==> src/rtl/lrd_pkg.sv <==
package lrd_pkg;
   localparam int unsigned LRD_MIN_TAPS = 4;

   // number of storage columns between the two stage registers
   function automatic int unsigned lrd_cols(input int unsigned taps);
      return taps - 2;
   endfunction
endpackage

==> src/rtl/lrd_stage_reg.sv <==
module lrd_stage_reg #(
   parameter int unsigned WIDTH = 8
) (
   input  logic             clk,
   input  logic             rst_n,
   input  logic             ce,
   input  logic [WIDTH-1:0] d,
   output logic [WIDTH-1:0] q
);
   always_ff @(posedge clk) begin
      if (!rst_n)  q <= '0;
      else if (ce) q <= d;
   end
endmodule

==> src/rtl/lrd_ring_ptr.sv <==
module lrd_ring_ptr #(
   parameter int unsigned COLS = 6
) (
   input  logic            clk,
   input  logic            rst_n,
   input  logic            step,
   output logic [COLS-1:0] sel
);
   localparam logic [COLS-1:0] HOME = COLS'(1);

   always_ff @(posedge clk) begin
      if (!rst_n)    sel <= HOME;
      else if (step) sel <= {sel[COLS-2:0], sel[COLS-1]};
   end
endmodule

==> src/rtl/lrd_col_array.sv <==
module lrd_col_array #(
   parameter int unsigned WIDTH = 8,
   parameter int unsigned COLS  = 6
) (
   input  logic             clk,
   input  logic [COLS-1:0]  sel,
   input  logic [COLS-1:0]  wr_sel,
   input  logic [WIDTH-1:0] wdata,
   output logic [WIDTH-1:0] rdata
);
   logic [COLS-1:0][WIDTH-1:0] col_data;

   for (genvar c = 0; c < COLS; c++) begin : g_col
      logic [WIDTH-1:0] cell_q;
      always_ff @(posedge clk) begin
         if (wr_sel[c]) cell_q <= wdata;
      end
      assign col_data[c] = cell_q;
   end

   // AND-OR read through the one-hot select
   always_comb begin
      rdata = '0;
      for (int c = 0; c < COLS; c++) begin
         rdata = rdata | ({WIDTH{sel[c]}} & col_data[c]);
      end
   end
endmodule

==> src/rtl/lat_ring_delay.sv <==
module lat_ring_delay
   import lrd_pkg::*;
#(
   parameter int unsigned WIDTH  = 8,
   parameter int unsigned TAPS   = 8,
   parameter bit          HAS_EN = 1'b1
) (
   input  logic             clk,
   input  logic             rst_n,
   input  logic             en,
   input  logic [WIDTH-1:0] din,
   output logic [WIDTH-1:0] dout
);
   localparam int unsigned COLS = lrd_cols(TAPS);

   if (TAPS < LRD_MIN_TAPS) begin : g_taps_bad
      $error("lat_ring_delay: TAPS must be at least 4");
   end
   if (WIDTH < 1) begin : g_width_bad
      $error("lat_ring_delay: WIDTH must be at least 1");
   end

   logic en_eff;
   if (HAS_EN) begin : g_en
      assign en_eff = en;
   end else begin : g_free
      logic unused_en;
      assign unused_en = en;
      assign en_eff    = 1'b1;
   end

   logic [WIDTH-1:0] in_q;
   logic [WIDTH-1:0] rd_data;
   logic [COLS-1:0]  col_sel;
   logic [COLS-1:0]  wr_sel;

   assign wr_sel = col_sel & {COLS{en_eff}};

   lrd_stage_reg #(.WIDTH(WIDTH)) u_in_stage (
      .clk(clk), .rst_n(rst_n), .ce(en_eff), .d(din), .q(in_q)
   );

   lrd_ring_ptr #(.COLS(COLS)) u_ptr (
      .clk(clk), .rst_n(rst_n), .step(en_eff), .sel(col_sel)
   );

   lrd_col_array #(.WIDTH(WIDTH), .COLS(COLS)) u_array (
      .clk(clk), .sel(col_sel), .wr_sel(wr_sel), .wdata(in_q), .rdata(rd_data)
   );

   lrd_stage_reg #(.WIDTH(WIDTH)) u_out_stage (
      .clk(clk), .rst_n(rst_n), .ce(en_eff), .d(rd_data), .q(dout)
   );
endmodule

==> config.mk <==
export PLATFORM = sky130hd
export DESIGN_NAME = lat_ring_delay
export DESIGN_NICKNAME = d
export VERILOG_FILES = /design/src/rtl/lrd_pkg.sv /design/src/rtl/lrd_stage_reg.sv /design/src/rtl/lrd_ring_ptr.sv /design/src/rtl/lrd_col_array.sv /design/src/rtl/lat_ring_delay.sv
export SDC_FILE = /design/constraint.sdc
export NUM_CORES = 1
export LEC_CHECK = 0
export BUFFER_PORTS_ARGS = -buffer_cell sky130_fd_sc_hd__buf_2
export CAP_MARGIN = 20
export CORE_ASPECT_RATIO = 1.2
export CORE_MARGIN = 3
export CORE_UTILIZATION = 50
export DETAILED_ROUTE_END_ITERATION = 12
export PLACE_DENSITY = 0.8
export SLEW_MARGIN = 30
export SYNTH_ARGS = -nofsm -noshare
export SYNTH_HDL_FRONTEND = slang
export SYNTH_SLANG_ARGS = --single-unit
export TNS_END_PERCENT = 5
==> constraint.sdc <==
create_clock -name clk -period 1.2 [get_ports clk]
set_input_delay 0.06 -clock clk [delete_from_list [all_inputs] [get_ports clk]]
set_output_delay 0.06 -clock clk [all_outputs]
set_load 0.02 [all_outputs]
==> impl_metrics.toml <==
[status]
status = "completed"

[floorplanning]
ios = 19
core_um2 = 4970
rows = 28
die_h_um = 84.7
die_area_um2 = 6070
die_w_um = 71.6
start_util_pct = 51.9

[power_and_ir_drop]
power_leakage_uw = 0.00109
totalPowerFinal_uw = 4720
vdd_drop_max_uv = 1140
powerDensity_nw_per_um2 = 1590

[sta]
rsz0062_at_grt = "false"
slew_viol_final = 0
max-slew-margin-rel_pct = 73.9
hold_violations = 0
clock_skew_ns = 0.00959
worstMarginPinSlew_ns = 0.391
setup_viol = 0
max_freq_mhz = 867
post-route-period-util_pct = 96.2
tns_ns = 0
min_period_ns = 1.15

[synthesis]
ys_types = 17
yosysSeqAreaShare_pct = 72.9
netlist_area_um2 = 2580
synthTopCellsByArea = "edfxtp_1 (56%), dfxtp_1 (17%), a221oi_2 (4.7%)"
synth_top_area_cell = "edfxtp_1"
synth_top_area_share_pct = 55.8
yosysWarnings = 0
syn_avg_cell_area_um2 = 16.6
synth_ff_type = "edfxtp_1"
synth_edf_count = 48
synth_seq_cells = 70
async_reset_ff_share_pct = 0
synth_nets = 167
synthCells = 156

[clock_tree]
cts_made_buffers = 9
clk_pin_slew_worst_paths_ns = 0.06
insertion_delay_ns = 0.34
postCtsSetupBuffers = 0
htree_levels = 3
cts.path.max_buffers = 2
root_buffer = "clkbuf_8"
numClockSinks = 70
tritoncts = "built"

[job]
maxCapViolCount = 0

[layout]
final_common_cell = "edfxtp_1"
syn2layout_area_growth_pct = 15.0
final_nets = 199
utilization_pct = 59.7
layout_common_cells = "edfxtp_1 (48), dfxtp_1 (21), buf_2 (18)"
diodes = 0
drive_gt1_share_pct = 27.5

[placed_design]
portBuffers = 18
routabilityCongestion = 0.805
dp_hpwl_um = 3180

[global_routing]
track_usage_pct = 17.6
antenna_found_initial = 0
grt_max_degree = 23
grt-ovfl-total = 0
first_global_vias = 1458
grt_pass1_wl_um = 7660

[worst_setup_path]
cp_slowest_stage_delay_ns = 0.56
crit_path_max_fanout = 10
path_delay_family = "flip-flops"
crit_slowest_cell = "dfxtp_1"
cp_cell_sequence = "and2_4"
worstSetupStartpointType = "flop"
end_kind = "flop"
cp.buffers_inverters = 0
crit_arrival_ns = 1.19
critPathKind = "flop to flop"
cp.required_ns = 1.23

[routing]
drt-total-wl_um = 4800
routedWlPerCell_um = 19.0
postRouteAntennaNets = 0
remaining_drc_errors = 0
drt_iter0_drc = 65
drtPass1Iterations = 4
avgViaCountPerCell = 5.62
vias = 1422

[hold_path]
hold_class = "primary input to flop"
-- registers in the layout, indices dropped and copies added, names as in the netlist --
| register | cells |
|---|---|
| u_ptr.sel | 6 |
| u_out_stage.q | 8 |
| u_in_stage.q | 8 |
| u_array.g_col.cell_q | 48 |
-- cells by family after synthesis --
group	synth area share (%)
compound gates	14.8
mux	3.10
buf+inv	3.88
simple gates	5.33
flops	72.9
-- timing repair --
action,CTS,global route
setup endpoints to repair,0,1
gates resized for setup,0,1
hold buffers,7,0
endpoints found under the hold margin,7,0
-- path summary, 6_finish.rpt --
check / from / to / slack [ns] / depth (start not counted)
setup / recovery: u_ptr.sel[2] / u_array.g_col[2].cell_q[0] / 0.05 / 1
hold / removal: din[3] / u_in_stage.q[3] / 0.01 / 3
setup reg to reg: u_ptr.sel[2] / u_array.g_col[2].cell_q[0] / 0.05 / 1
hold reg to reg: u_out_stage.q[0] / u_out_stage.q[0] / 0.53 / 2
-- cell usage after synthesis (2+ instances only) --
| library cell | instances |
|---|---|
| a21oi_1 | 9 |
| a221oi_1 | 8 |
| a221oi_2 | 8 |
| a22o_1 | 8 |
| and2_4 | 6 |
| buf_2 | 2 |
| buf_4 | 2 |
| buf_6 | 6 |
| dfxtp_1 | 22 |
| edfxtp_1 | 48 |
| mux2i_1 | 8 |
| nor2b_1 | 13 |
| o21a_1 | 5 |
| o21ai_0 | 8 |
-- area by class of cell --
class                   count  area (um^2)
fillers                   371         2000
flip-flops and latches     70         1880
multi-input cells          74          601
repair buffers             32          225
clock buffers              12          135
well taps                  60         75.1
clock inverters             4         47.5
inverters                   1         3.75
-- per-stage QoR --
step	hold slack (ns)	area [um^2]	instances	setup slack, ns
after global placement	0.314	2720	230	0.0897
after CTS	0.00166	2970	253	0.0555
after detailed placement	0.325	2720	230	0.0620
after floorplan	0.188	2580	156	0.171
after global routing	0.0163	2970	253	0.0177
final	0.0103	2970	253	0.0461
-- metal layers --
metal	track usage (%)	share of wire (%)
met1	21.3	39
met2	28.1	52
met3	4.91	6.3
met4	9.74	2.1
met5	0	0
-- power breakdown --
group	total, uW	switching [uW]	leakage (uW)	internal [uW]
Clock	1740	787	0.0000920	955
Combinational	254	133	0.000362	121
Sequential	2730	66.5	0.000632	2660
Total	4720	986	0.00109	3740
No activity file was read; power rests on OpenSTA's default activity.
